[config.mk]
export PLATFORM = sky130hd
export DESIGN_NAME = gf8_prog_mul
export DESIGN_NICKNAME = d
export VERILOG_FILES = /design/src/rtl/gf8_mul_pkg.sv /design/src/rtl/gf8_poly_select.sv /design/src/rtl/gf8_xtime.sv /design/src/rtl/gf8_mul_array.sv /design/src/rtl/gf8_prog_mul.sv
export SDC_FILE = /design/constraint.sdc
export NUM_CORES = 1
export LEC_CHECK = 0
export BUFFER_PORTS_ARGS = -buffer_cell sky130_fd_sc_hd__buf_2
export CORE_MARGIN = 1.5
export CORE_UTILIZATION = 28
export DETAILED_ROUTE_END_ITERATION = 8
export GPL_TIMING_DRIVEN = 0
export PLACE_DENSITY = 0.51
export RECOVER_POWER = 100
export SYNTH_ARGS = -nofsm -noshare
export SYNTH_HDL_FRONTEND = slang
export SYNTH_SLANG_ARGS = --single-unit
[constraint.sdc]
create_clock -name vclk -period 4.59
set_input_delay 0.2295 -clock vclk [all_inputs]
set_output_delay 0.2295 -clock vclk [all_outputs]
set_load 0.005 [all_outputs]
[src/rtl/gf8_mul_pkg.sv]
package gf8_mul_pkg;

    // Field width and size of the polynomial set
    localparam int FIELD_W    = 8;
    localparam int POLY_COUNT = 30;
    localparam int SEL_W      = $clog2(POLY_COUNT + 1);
    localparam int STD_IDX    = 0;

    typedef logic [FIELD_W-1:0] gf_byte_t;
    typedef logic [SEL_W-1:0]   poly_idx_t;

    // One stage of the shift-and-add chain
    typedef struct packed {
        gf_byte_t partial;   // running XOR accumulation
        gf_byte_t multiple;  // b * x^i reduced
    } mul_lane_t;

    // Low byte of each irreducible degree-8 polynomial (x^8 term implied).
    // Index 0 is the standard cipher polynomial; the rest ascend.
    function automatic gf_byte_t poly_low_byte(input poly_idx_t idx);
        gf_byte_t r;
        case (idx)
            5'd0:  r = 8'h1B;
            5'd1:  r = 8'h1D;
            5'd2:  r = 8'h2B;
            5'd3:  r = 8'h2D;
            5'd4:  r = 8'h39;
            5'd5:  r = 8'h3F;
            5'd6:  r = 8'h4D;
            5'd7:  r = 8'h5F;
            5'd8:  r = 8'h63;
            5'd9:  r = 8'h65;
            5'd10: r = 8'h69;
            5'd11: r = 8'h71;
            5'd12: r = 8'h77;
            5'd13: r = 8'h7B;
            5'd14: r = 8'h87;
            5'd15: r = 8'h8B;
            5'd16: r = 8'h8D;
            5'd17: r = 8'h9F;
            5'd18: r = 8'hA3;
            5'd19: r = 8'hA9;
            5'd20: r = 8'hB1;
            5'd21: r = 8'hBD;
            5'd22: r = 8'hC3;
            5'd23: r = 8'hCF;
            5'd24: r = 8'hD7;
            5'd25: r = 8'hDD;
            5'd26: r = 8'hE7;
            5'd27: r = 8'hF3;
            5'd28: r = 8'hF5;
            5'd29: r = 8'hF9;
            default: r = 8'h1B;
        endcase
        return r;
    endfunction

    // Multiply by x and reduce with the given low byte
    function automatic gf_byte_t mul_by_x(input gf_byte_t v, input gf_byte_t low);
        gf_byte_t shifted;
        shifted = {v[FIELD_W-2:0], 1'b0};
        return v[FIELD_W-1] ? (shifted ^ low) : shifted;
    endfunction

endpackage

[src/rtl/gf8_poly_select.sv]
module gf8_poly_select
    import gf8_mul_pkg::*;
#(
    parameter int COUNT = POLY_COUNT,
    parameter int IW    = SEL_W
) (
    input  logic [IW-1:0]    sel_i,
    output logic [FIELD_W-1:0] low_o
);
    localparam logic [IW-1:0] LIMIT = IW'(COUNT);

    poly_idx_t eff_idx;

    // Out-of-range indices fall back to the standard entry
    always_comb begin
        if (sel_i < LIMIT) begin
            eff_idx = poly_idx_t'(sel_i);
        end else begin
            eff_idx = poly_idx_t'(STD_IDX);
        end
        low_o = poly_low_byte(eff_idx);
    end

endmodule

[src/rtl/gf8_xtime.sv]
module gf8_xtime
    import gf8_mul_pkg::*;
(
    input  gf_byte_t val_i,
    input  gf_byte_t low_i,
    output gf_byte_t val_o
);
    always_comb begin
        val_o = mul_by_x(val_i, low_i);
    end
endmodule

[src/rtl/gf8_mul_array.sv]
module gf8_mul_array
    import gf8_mul_pkg::*;
#(
    parameter int W = FIELD_W
) (
    input  logic [W-1:0] a_i,
    input  logic [W-1:0] b_i,
    input  logic [W-1:0] low_i,
    output logic [W-1:0] prod_o
);
    localparam int STAGES = W;

    mul_lane_t lane [STAGES+1];
    gf_byte_t  mult [STAGES];

    assign mult[0] = b_i;

    // Chain of reduced multiples b*x^i
    generate
        for (genvar i = 0; i < STAGES - 1; i++) begin : g_shift
            gf8_xtime u_xt (
                .val_i (mult[i]),
                .low_i (low_i),
                .val_o (mult[i+1])
            );
        end
    endgenerate

    assign lane[0].partial  = '0;
    assign lane[0].multiple = b_i;

    // Conditional XOR accumulation, one stage per bit of a
    generate
        for (genvar i = 0; i < STAGES; i++) begin : g_acc
            always_comb begin
                lane[i+1].multiple = mult[i];
                lane[i+1].partial  = a_i[i] ? (lane[i].partial ^ mult[i])
                                            : lane[i].partial;
            end
        end
    endgenerate

    assign prod_o = lane[STAGES].partial;

endmodule

[src/rtl/gf8_prog_mul.sv]
module gf8_prog_mul
    import gf8_mul_pkg::*;
(
    input  logic [7:0] a_i,
    input  logic [7:0] b_i,
    input  logic [4:0] poly_sel_i,
    output logic [7:0] prod_o
);
    gf_byte_t poly_byte;

    gf8_poly_select #(
        .COUNT (POLY_COUNT),
        .IW    (SEL_W)
    ) u_sel (
        .sel_i (poly_sel_i),
        .low_o (poly_byte)
    );

    gf8_mul_array #(
        .W (FIELD_W)
    ) u_arr (
        .a_i    (a_i),
        .b_i    (b_i),
        .low_i  (poly_byte),
        .prod_o (prod_o)
    );

endmodule

==> Word-level counts from Yosys, hierarchy flattened <==
Memory sizes are Yosys's and may differ from the RTL's.
Cells that the tools add are included.
{ "op_classes": {"mux": 16, "n_bitwise": 14, "n_lt_le_gt_ge": 1} }
{ "op_table": {"columns": ["operator", "count"], "rows": [
  ["2-to-1 mux 8 bit", 15],
  ["XOR 8 bit", 14],
  ["less-than comparator 5 bit (second input constant)", 1],
  ["2-to-1 mux 5 bit", 1]
]} }
{ "totals": {"regBits": 0, "romBits": 224, "out_inout_bits": 8, "mem_count": 1, "input_bits": 21} }
{ "mem_list": {"columns": ["name", "words", "width", "rd", "rd_ports_with_merged_regs", "write_ports", "line", "text"], "rows": [
  ["(no name shown)", 32, 7, 1, 0, 0, "gf8_mul_pkg.sv:22", "case (idx)"]
]} }

==> Depth between registers and ports, before layout <==
Gate-level depths: netlist of the first run.
An unclocked memory read counts as a cell.
{ "logic_depth": {"depth_word": 19, "depth_mapped": 21} }

==> By module <==
From an unflattened synthesis of the first run, not the netlist that was laid out.
{ "unflattened": {"hier_cells": 305, "area_unflattened_um2": 2084.5} }
{ "modules_own_cells": {"columns": ["module", "cells_per_inst", "area_each_um2", "seq_area_each_um2", "instances"], "rows": [
  ["gf8_mul_array", 136, 948.4, 0.0, 1],
  ["gf8_xtime", 15, 95.1, 0.0, 7],
  ["gf8_poly_select", 64, 470.5, 0.0, 1]
]} }

==> Least setup slack after synthesis of the first run <==
OpenSTA, ideal clock, no wires.
{ "synth_path": {"path_kind": "in2out", "start": "in poly_sel_i[1]", "end": "out prod_o[7]", "required_ps": 4360, "path_slack_ps": -157, "path_buffers": 2, "stages": 19, "arrival_ps": 4518, "cell_sequence": "ha_1 -> buf_2 -> and2_1 -> nand2_1 -> and2_1 -> inv_1 -> ha_1 -> and2_1 -> o41ai_1 -> or3_1 -> clkbuf_1 -> nor2_1 -> xnor3_1 -> or3_1 -> a21oi_1 -> xor3_1 -> or4b_1 -> o211a_1 -> xnor2_1"} }
{ "synth_between": {"elab_chain_cells": 19, "elab_cells_between_ends": 31, "cone_classes": "order compare: 1; mux: 15; bitwise: 14; memory: 1"} }
{ "synth_lines": {"columns": ["item", "line", "text"], "rows": [
  ["from (decl)", "gf8_prog_mul.sv:6", "input logic [4:0] poly_sel_i,"],
  ["less-than comparator 5 bit", "gf8_poly_select.sv:16", "if (sel_i < LIMIT) begin"],
  ["2-to-1 mux 5 bit (*)", "gf8_poly_select.sv:16", null],
  ["memory (32 x 7 bit) (*)", null, null],
  ["XOR 8 bit", "gf8_mul_pkg.sv:62", "return v[FIELD_W-1] ? (shifted ^ low) : shifted;"],
  ["2-to-1 mux 8 bit", "gf8_mul_pkg.sv:62", null],
  ["XOR 8 bit (on tied branches)", "gf8_mul_array.sv:37, gf8_mul_pkg.sv:62", null],
  ["2-to-1 mux 8 bit (on tied branches)", "gf8_mul_array.sv:37, gf8_mul_pkg.sv:62", null],
  ["XOR 8 bit (on tied branches)", "gf8_mul_array.sv:37, gf8_mul_pkg.sv:62", null],
  ["[3 not listed]", null, null],
  ["XOR 8 bit (on tied branches)", "gf8_mul_array.sv:37, gf8_mul_pkg.sv:62", null],
  ["2-to-1 mux 8 bit (on tied branches)", "gf8_mul_array.sv:37, gf8_mul_pkg.sv:62", null],
  ["XOR 8 bit (on tied branches)", "gf8_mul_array.sv:37, gf8_mul_pkg.sv:62", null],
  ["2-to-1 mux 8 bit (on tied branches)", "gf8_mul_array.sv:37, gf8_mul_pkg.sv:62", null],
  ["XOR 8 bit (on tied branches)", "gf8_mul_array.sv:37, gf8_mul_pkg.sv:62", null],
  ["2-to-1 mux 8 bit (on tied branches)", "gf8_mul_array.sv:37, gf8_mul_pkg.sv:62", null],
  ["XOR 8 bit", "gf8_mul_array.sv:37", "lane[i+1].partial = a_i[i] ? (lane[i].partial ^ mult[i])"],
  ["2-to-1 mux 8 bit (*)", "gf8_mul_array.sv:37", null],
  ["to (decl)", "gf8_prog_mul.sv:7", "output logic [7:0] prod_o"]
]} }
Every way passes the cells marked *; elsewhere a longest branch is shown, timed or not.

==> Final worst setup path of the first run <==
{ "layout_path": {"start": "in poly_sel_i[2]", "end": "out prod_o[7]"} }
The elaborated chain is that of the path after synthesis.

==> out/results.ini, run 1 <==
[die]
die-width_um = 104
die_h_um = 104
coreArea_um2 = 9860
ios = 29
start_util = 0.291
row_count = 36
die-area_um2 = 10900

[timing]
finalCriticalPeriod_ns = 4.59
hold_viol_final = 0
worst_pin_slew_ns = 0.932
fmax_mhz = 218
slew_violations = 0
rsz0062_at_grt = yes
max_slew_margin = 0.372
setup_viol = 0
fin_crit_sh = 1.00

[drt]
detail_route.wl_per_cell_um = 14.9
routed_wl_um = 9090
dr.pass1.iters = 4
viasPerCell = 5.19
ant_nets = 0
drt_iter0_drc = 231
num_vias = 3158
remaining_drc_errors = 0

[cells_and_area]
nFillCells = 1043
final_cells = 609
area_growth_pct = 27.4
nFlopsAndLatches = 0
clockBufferCount = 0
drive_above_1_share = 0.258
seq_area_um2 = 0
antenna_cells = 0
finalNetCount = 508

[global_routing]
grt_use_total = 0.163
grt-ovfl-total = 0
grt_max_degree = 11
antenna_found_initial = 0
grt_pass1_vias = 2983
grt_pass1_wl_um = 15100

[worst_setup_path]
critPathRequiredTime_ns = 4.36
crit_fanout = 5
end_kind = output port
start_kind = input pin
worstSetupPathType = input pin to output port
critPathLaunch = poly_sel_i[2]
worstPathArrival_ns = 4.36

[logic_synthesis]
ys_warn_count = 0
synth_xor_area_frac = 0.329
avgSynthCellArea_um2 = 6.70
synth_mux_area_frac = 0.0392
synth_top_area_share = 0.235
syn_nets = 459
yosys.area_share.simple = 0.307
synth_compound_area_frac = 0.221
ys_seq_area_frac = 0
synth.distinct_cells = 75
netlist_area_um2 = 2870
synth_top_area_cell = xnor2_1
synthAdderAreaFrac = 0.0392
synth_top_family_by_area = XOR/XNOR gates
synth_area_leaders = xnor2_1, nand2_1, nor2_1, ha_1, xor2_1
netlist_instances = 429

[placed_design]
dp_hpwl_um = 6960
placedCellCount = 586
gp_congestion = 0.842
numPortBuffers = 24

[run_status]
outcome = completed

[power_and_ir_drop]
power_uw = 1560
p_per_area_nw_per_um2 = 427
peakVddDrop_uv = 452
leakage_uw = 0.00146

[job]
cap_violations = 0

[hold_path]
hold_class = input pin to output port
hold_start = a_i[6]

[clocking]
cts_hold_buf = 0

-- cell usage in the layout (no fill, tap or decap), types with 3 or more instances in the layout --
master	instances
clkbuf_1	14
xnor2_2	10
buf_6	5
inv_1	5
o21a_1	4
nand2_1	63
and2_4	4
o22ai_1	3
inv_2	3
o21ai_0	15
xnor2_1	68
nor2_4	3
nor2_1	38
buf_4	28
a211oi_1	4
o211a_1	4
nand3_1	12
ha_1	6
mux2i_1	9
a21oi_1	14
nor2b_1	7
a21oi_2	3
nor2_2	4
a21o_1	3
buf_2	25
xor2_2	4
nand2b_1	9
o21ai_1	4
nand3b_1	4
nor3_1	13
xor2_1	8
o31ai_1	3
-- cells by family (layout without fill, tap and decap cells) --
kind of cell,after synthesis,in the layout
simple gates,184,184
fa+ha+maj,9,9
xor+xnor,96,96
compound gates,92,92
buf+inv,37,84
mux,11,11
-- power breakdown --
group,leakage (µW),internal [µW],switching [µW]
Clock,0,0,0
Sequential,0,0,0
Combinational,0.00146,788,775
Total,0.00146,788,775
-- synth_stat cells, types with 2 or more instances --
library cell / count
nand3b_1: 4
nor2b_1: 7
nor2_1: 42
a21boi_0: 2
or3_1: 3
nand3_1: 13
xnor3_1: 3
a211oi_1: 5
nor3_1: 13
a22oi_1: 3
mux2i_1: 9
nand4b_1: 2
o31a_1: 2
xor3_1: 2
a31oi_1: 2
o21ai_0: 16
clkbuf_1: 14
o22ai_1: 3
o21ai_1: 5
or2_1: 2
xor2_1: 11
buf_4: 4
nor4_1: 2
xnor2_1: 77
o211a_1: 4
a21oi_1: 17
inv_1: 7
mux2_2: 2
ha_1: 9
a21o_1: 3
nand2_1: 65
and2_1: 4
nand2b_1: 9
o21a_1: 4
and3_1: 3
o2111ai_1: 2
inv_2: 3
buf_2: 6
nor2_2: 3
nand4_1: 2
o31ai_1: 6
-- worst paths after layout --
kind / endpoint / slack, ns / cells past startpoint
max: prod_o[7] / 0.001 / 22
min: prod_o[7] / 0.97 / 5
-- per-stage QoR --
step / TNS (ns) / utilization / cell area (µm²) / setup WS [ns] / hold slack (ns)
2_1_floorplan: 0 / - / 2880 / 0.00919 / 0.752
3_3_place_gp: -5.24 / 0.321 / 3170 / -0.914 / 0.964
3_5_place_dp: -5.59 / 0.321 / 3170 / -0.959 / 0.971
4_1_cts: -0.0428 / 0.356 / 3520 / -0.0428 / 0.981
5_1_grt: -0.601 / 0.371 / 3660 / -0.190 / 1.02
6_report: 0 / 0.371 / 3660 / 0.00139 / 0.974
-- critical path: stages --
cell	delay (ns)
buf_4	0.14
ha_4	0.16
buf_6	0.11
and2_4	0.14
nand2_4	0.07
and2_4	0.18
buf_4	0.11
ha_1	0.12
nand3b_1	0.13
a211oi_4	0.36
o31a_1	0.23
o21ai_2	0.10
and3_4	0.16
buf_4	0.13
or2_4	0.28
xnor2_4	0.24
nor2_4	0.06
xor3_2	0.42
or4b_1	0.47
o211a_1	0.23
xnor2_1	0.15
buf_2	0.13
-- what timing repair did --
action,4_1_cts,5_1_grt
gates resized for setup,52,19
setup endpoints to repair,8,8
setup buffers,17,8
pin swaps,18,28
-- final cells by class --
| type | instances | area, µm² | area share |
|---|---|---|---|
| multi-input combinational | 392 | 2980 | 0.815 |
| inverter | 10 | 42.5 | 0.0116 |
| tap | 133 | 166 | 0.0455 |
| timing repair buffer | 48 | 308 | 0.0841 |
| buffer | 26 | 160 | 0.0437 |
-- layer usage --
layer  GRT usage  vias to the layer above  routed length, µm
li1            -                     1577                  -
met1       0.242                     1479               4450
met2       0.269                       96               4150
met3     0.00376                        6                417
met4      0.0169                        0                 69
met5           0                        -                  0
No activity file was read; power rests on OpenSTA's default activity.
==> run 2, diff against run 1 <==
CORE_UTILIZATION = 58   (was 28)
GPL_TIMING_DRIVEN = unset   (was 0)
PLACE_DENSITY = 0.88   (was 0.51)
RECOVER_POWER = unset   (was 100)
==> run 2 against run 1 <==
  * The flow now finishes with violations (negative setup slack)
  * Hold slack got worse by 0.088 ns
  * Sequential share of layout area did not move
  * Die area decreased by 50%
  * Fmax fell by 0.45%
  * Non-clock buffer count decreased by 20
  * Final cell count fell by 14%
  * Utilization increased by 32 points
  * Combinational power fell by 6%
  * Global-route usage rose by 14 points
  * Cell area down 9.7%
  * Worst setup slack lost 0.021 ns
  * Largest cell class unchanged
  * Largest power group unchanged
==> out/results.ini, run 2 (synthesis gave the netlist of run 1 again) <==
[cells_and_area]
final_common_cell = xnor2_1  ; unchanged
postLayoutCoreUtil = 0.696  ; was 0.371
drive_above_1_share = 0.219  ; was 0.258
seq_area_um2 = 0  ; unchanged
area_growth_pct = 15.1  ; was 27.4%
antenna_cells = 0  ; unchanged
nFlopsAndLatches = 0  ; unchanged
clockBufferCount = 0  ; unchanged
finalNetCount = 488  ; was 508
final_cell_mix = xnor2_1, nand2_1, nor2_1, buf_2, buf_4  ; was xnor2_1, nand2_1, nor2_1, buf_4, buf_2

[die]
die-width_um = 73.4  ; was 104 µm
die-area_um2 = 5380  ; was 10900 µm²
row_count = 25  ; was 36
die_h_um = 73.4  ; was 104 µm
coreArea_um2 = 4750  ; was 9860 µm²
start_util = 0.604  ; was 0.291
ios = 29  ; unchanged

[timing]
setup_ws_ns = -0.0191  ; was 0.00139 ns
fin_crit_sh = 1.00  ; about the same
worst_pin_slew_ns = 0.813  ; was 0.932 ns
finalCriticalPeriod_ns = 4.61  ; was 4.59 ns
fmax_mhz = 217  ; was 218 MHz
rsz0062_at_grt = yes  ; unchanged
tns_ns = -0.0191  ; was 0 ns
hold_viol_final = 0  ; unchanged
max_slew_margin = 0.454  ; was 0.372
slew_violations = 0  ; unchanged
setup_viol = 1  ; was 0

[drt]
viasPerCell = 6.20  ; was 5.19
drt_iter0_drc = 213  ; was 231
detail_route.wl_per_cell_um = 16.1  ; was 14.9 µm
routed_wl_um = 8410  ; was 9090 µm
remaining_drc_errors = 0  ; unchanged
ant_nets = 0  ; unchanged
num_vias = 3241  ; was 3158
dr.pass1.iters = 5  ; was 4

[global_routing]
grt_max_degree = 27  ; was 11
grt_use_total = 0.298  ; was 0.163
grt-ovfl-total = 0  ; unchanged
grt_pass1_vias = 2798  ; was 2983
grt_pass1_wl_um = 13100  ; was 15100 µm
antenna_found_initial = 0  ; unchanged

[run_status]
failed_checks = negative setup slack
outcome = finished, violations left  ; was completed

[power_and_ir_drop]
leakage_uw = 0.00135  ; was 0.00146 µW
p_per_area_nw_per_um2 = 444  ; was 427 nW/µm²
peakVddDrop_uv = 278  ; was 452 µV

[placed_design]
gp_congestion = 1.00  ; was 0.842
place_ws_ns = -0.117  ; was -0.959 ns
numPortBuffers = 29  ; was 24
dp_hpwl_um = 6250  ; was 6960 µm

[worst_setup_path]
worstSetupPathType = input pin to output port  ; unchanged
end_kind = output port  ; unchanged
critPathRequiredTime_ns = 4.36  ; about the same
crit_fanout = 5  ; unchanged
start_kind = input pin  ; unchanged
worstPathArrival_ns = 4.38  ; was 4.36 ns

[job]
cap_violations = 0  ; unchanged

[clocking]
cts_hold_buf = 0  ; unchanged

[hold_path]
hold_class = input pin to output port  ; unchanged

-- run 2: changes by cell type in the layout (fill, tap and decap cells not counted), sizes merged --
cell and delta:
buf -6, clkbuf -14
-- run 2: cell type report --
| cell class | count | area (µm²) |
|---|---|---|
| Fill cell | 380 | 1450 |
| Multi-Input combinational cell | 392 | 2850 |
| Inverter | 10 | 40.0 |
| Timing Repair Buffer | 54 | 337 |
| Tap cell | 67 | 83.8 |
-- run 2: final timing paths --
| check | start | endpoint | slack, ns | depth (start not counted) |
|---|---|---|---|---|
| min | a_i[7] | prod_o[4] | 0.89 | 4 |
| max | poly_sel_i[1] | prod_o[7] | -0.02 | 21 |
-- run 2: worst max-delay path, stage by stage --
cell     delay, ns
buf_2         0.10
ha_2          0.17
and2_4        0.14
nand2_2       0.09
and2_4        0.21
inv_4         0.07
ha_2          0.17
and2_4        0.15
o41ai_4       0.07
buf_4         0.17
o31ai_1       0.43
nand3_2       0.16
and3_4        0.23
nor3_1        0.30
o21ai_0       0.18
a21oi_2       0.17
xor3_1        0.35
or4b_1        0.47
o211a_1       0.24
xnor2_1       0.14
buf_2         0.13
-- run 2: stage by stage --
stage	total power (µW)	area (µm²)	hold WS, ns	instances
2_1_floorplan	1060	2880	0.752	429
3_3_place_gp	1370	3120	0.880	519
3_5_place_dp	1400	3120	0.887	519
4_1_cts	1410	3140	0.887	519
5_1_grt	1610	3310	0.914	523
6_report	1470	3310	0.886	523
-- run 2: per-layer routing --
metal,track usage,share of wire,vias up
met5,0,0,-
li1,-,-,1533
met4,0.0947,0.051,0
met1,0.386,0.40,1505
met2,0.528,0.48,160
met3,0.0165,0.065,43
-- run 2: power breakdown --
part | internal (µW) | switching, µW
clock network | 0 | 0
logic | 737 | 732
registers | 0 | 0
-- run 2: what timing repair did --
item	CTS	global route
endpoints found under the hold margin	0	0
setup buffers	0	4
endpoints found under the setup margin	7	8
pin swaps	0	15
resized for setup	3	32
==> run 3, diff against run 2 <==
ABC_AREA = 1   (was unset)
CORE_UTILIZATION = 60   (was 58)
PLACE_DENSITY = 0.86   (was 0.88)
SYNTH_HIERARCHICAL = 1   (was unset)
clock period = 5.65 ns   (was 4.59 ns; I/O delays follow)
==> run 3 against run 2 <==
  * The run now ends clean
  * Wire length decreased by 8.0%
  * Non-clock buffer count down 16
  * Global-route usage fell by 1.7 points
  * First-iteration DRC count increased by 47%
  * Highest routed layer unchanged
==> out/results.ini, run 3 <==
[timing]
finalCriticalPeriod_ns = 5.10
max_slew_margin = 0.643  ; was 0.454
fin_hold_ws_ns = 1.01  ; was 0.886 ns
rsz0062_at_grt = no  ; was yes
worst_pin_slew_ns = 0.534  ; was 0.813 ns
fmax_mhz = 196
tns_ns = 0  ; was -0.0191 ns
fin_crit_sh = 0.904
setup_viol = 0  ; was 1
slew_violations = 0  ; unchanged
hold_viol_final = 0  ; unchanged

[cells_and_area]
fin_area_um2 = 3240  ; was 3310 µm²
clockBufferCount = 0  ; unchanged
seq_area_um2 = 0  ; unchanged
nFillCells = 533  ; was 380
final_cells = 788  ; was 523
postLayoutCoreUtil = 0.639  ; was 0.696
final_cell_mix = nand2_1, inv_1, nand3_1, buf_2, xnor2_1  ; was xnor2_1, nand2_1, nor2_1, buf_2, buf_4
antenna_cells = 0  ; unchanged
nFlopsAndLatches = 0  ; unchanged
final_common_cell = nand2_1  ; was xnor2_1
area_growth_pct = 3.31  ; was 15.1%
drive_above_1_share = 0.0752  ; was 0.219
finalNetCount = 746  ; was 488

[hold_path]
hold_start = a_i[7]  ; unchanged
holdPathStages = 5  ; was 4
hold_class = input pin to output port  ; unchanged
hold_end = prod_o[7]  ; was prod_o[4]

[logic_synthesis]
ys_warn_count = 6  ; was 0
synth_compound_area_frac = 0.0168  ; was 0.221
netlist_instances = 706  ; was 429
synth_most_common_cell = nand2_1  ; was xnor2_1
syn_nets = 732  ; was 459
synth_top_area_cell = nand2_1  ; was xnor2_1
synth_area_leaders = nand2_1, nand3_1, inv_1, buf_6, xnor2_1  ; was xnor2_1, nand2_1, nor2_1, ha_1, xor2_1
yosys.area_share.simple = 0.655  ; was 0.307
synth_top_area_share = 0.415  ; was 0.235
synth.distinct_cells = 23  ; was 75
synth_xor_area_frac = 0.0475  ; was 0.329
netlist_area_um2 = 3140  ; was 2870 µm²
synth_mux_area_frac = 0  ; was 0.0392
ys_seq_area_frac = 0  ; unchanged
yosys-top-cells-count = nand2_1, inv_1, nand3_1, buf_6, xnor2_1  ; was xnor2_1, nand2_1, nor2_1, a21oi_1, o21ai_0
synth_top_family_by_area = simple AND/OR/NAND/NOR gates  ; was XOR/XNOR gates
avgSynthCellArea_um2 = 4.44  ; was 6.70 µm²
synthAdderAreaFrac = 0.0199  ; was 0.0392

[global_routing]
grt_pass1_vias = 3374  ; was 2798
grt_pass1_wl_um = 13200  ; was 13100 µm
grt_use_total = 0.282  ; was 0.298
grt_max_degree = 18  ; was 27
grt-ovfl-total = 0  ; unchanged
antenna_found_initial = 0  ; unchanged

[worst_setup_path]
end_kind = output port  ; unchanged
worstPathArrival_ns = 4.82  ; was 4.38 ns
critPathMaxStageDelay_ns = 0.30  ; was 0.47 ns
slowest_stage = ha_1  ; was or4b_1
crit_path_frequent_cell = nand2_1  ; was and2_4
crit_fanout = 16  ; was 5
start_kind = input pin  ; unchanged
critPathRequiredTime_ns = 5.37  ; was 4.36 ns
worstSetupPathType = input pin to output port  ; unchanged

[drt]
remaining_drc_errors = 0  ; unchanged
num_vias = 3993  ; was 3241
dr.pass1.iters = 5  ; unchanged
dr_wl_met2_um = 3730  ; was 4030 µm
detail_route.wl_per_cell_um = 9.82  ; was 16.1 µm
top_layer_used = met4  ; unchanged
viasPerCell = 5.07  ; was 6.20
routed_wl_um = 7740  ; was 8410 µm
ant_nets = 0  ; unchanged
wl_met1_um = 3450  ; was 3400 µm
met3_length_um = 370  ; was 549 µm
drt_iter0_drc = 314  ; was 213

[die]
die-width_um = 75.3  ; was 73.4 µm
start_util = 0.618  ; was 0.604
die_h_um = 75.3  ; was 73.4 µm
ios = 29  ; unchanged
row_count = 26  ; was 25
coreArea_um2 = 5070  ; was 4750 µm²
die-area_um2 = 5670  ; was 5380 µm²

[job]
cap_violations = 0  ; unchanged

[placed_design]
dp_hpwl_um = 6250  ; about the same
postPlaceCellArea_um2 = 3200  ; was 3120 µm²
numPortBuffers = 29  ; unchanged
placedCellCount = 785  ; was 519
gp_congestion = 0.929  ; was 1.00

[run_status]
outcome = completed  ; was finished, violations left

[power_and_ir_drop]
leakage_uw = 0.00244  ; was 0.00135 µW
peakVddDrop_uv = 120  ; was 278 µV
p_per_area_nw_per_um2 = 241  ; was 444 nW/µm²

[clocking]
cts_hold_buf = 0  ; unchanged

==> run 3: cell count changes in the layout (fill, tap and decap cells not counted), sizes merged, moves of 12 or more <==
cell,delta
a21oi,-12
buf,-16
inv,+148
nand2,+288
nand3,+111
nor2,-40
nor3,-14
o21ai,-20
xnor2,-69
==> run 3: worst max path at each step <==
stage	start	end	slack, ns	depth (start not counted)
after floorplan	poly_sel_i[1]	prod_o[6]	0.93	40
after global placement	poly_sel_i[2]	prod_o[1]	0.55	44
after detailed placement	poly_sel_i[2]	prod_o[1]	0.25	44
after CTS	poly_sel_i[2]	prod_o[1]	0.23	44
after global routing	poly_sel_i[2]	prod_o[6]	0.0008	45
final	poly_sel_i[2]	prod_o[6]	0.55	41
==> run 3: worst max-delay path: cells and delay by family <==
family,cells,cell delay [ns]
simple gates,25,2.26
buf+inv,13,1.65
xor+xnor,2,0.32
fa+ha+maj,1,0.30
==> run 3: kinds of logic (layout without fill, tap and decap cells) <==
logic type | after synthesis | after routing
xor+xnor | 17 | 17
simple gates | 488 | 488
fa+ha+maj | 5 | 5
other cells | 1 | 1
buf+inv | 186 | 198
compound gates | 9 | 9
==> run 3: layer usage <==
metal / GRT usage / up-vias
li1: - / 2106
met1: 0.345 / 1757
met2: 0.524 / 110
met3: 0.0106 / 20
met4: 0.0952 / 0
met5: 0 / -
==> run 3: timing repair <==
item	CTS	global route
buffers inserted	0	3
resized for setup	0	5
setup endpoints to repair	0	8
==> run 3: final cells by class <==
type,instances,area (µm²),share of cell area
Multi-Input combinational cell,520,2330,0.720
Tap cell,70,87.6,0.0270
Timing Repair Buffer,38,213,0.0656
Inverter,160,608,0.188
==> run 3: report_power, final <==
part / leakage [µW] / total [µW] / internal [µW] / switching [µW]
sequential: 0 / 0 / 0 / 0
combinational: 0.00244 / 783 / 277 / 506
clock: 0 / 0 / 0 / 0
total: 0.00244 / 783 / 277 / 506
==> run 3: through the flow <==
step,power [µW],setup slack [ns]
5_1_grt,917,0.000825
6_report,783,0.545
4_1_cts,767,0.226
3_3_place_gp,728,0.554
3_5_place_dp,764,0.254
2_1_floorplan,674,0.929
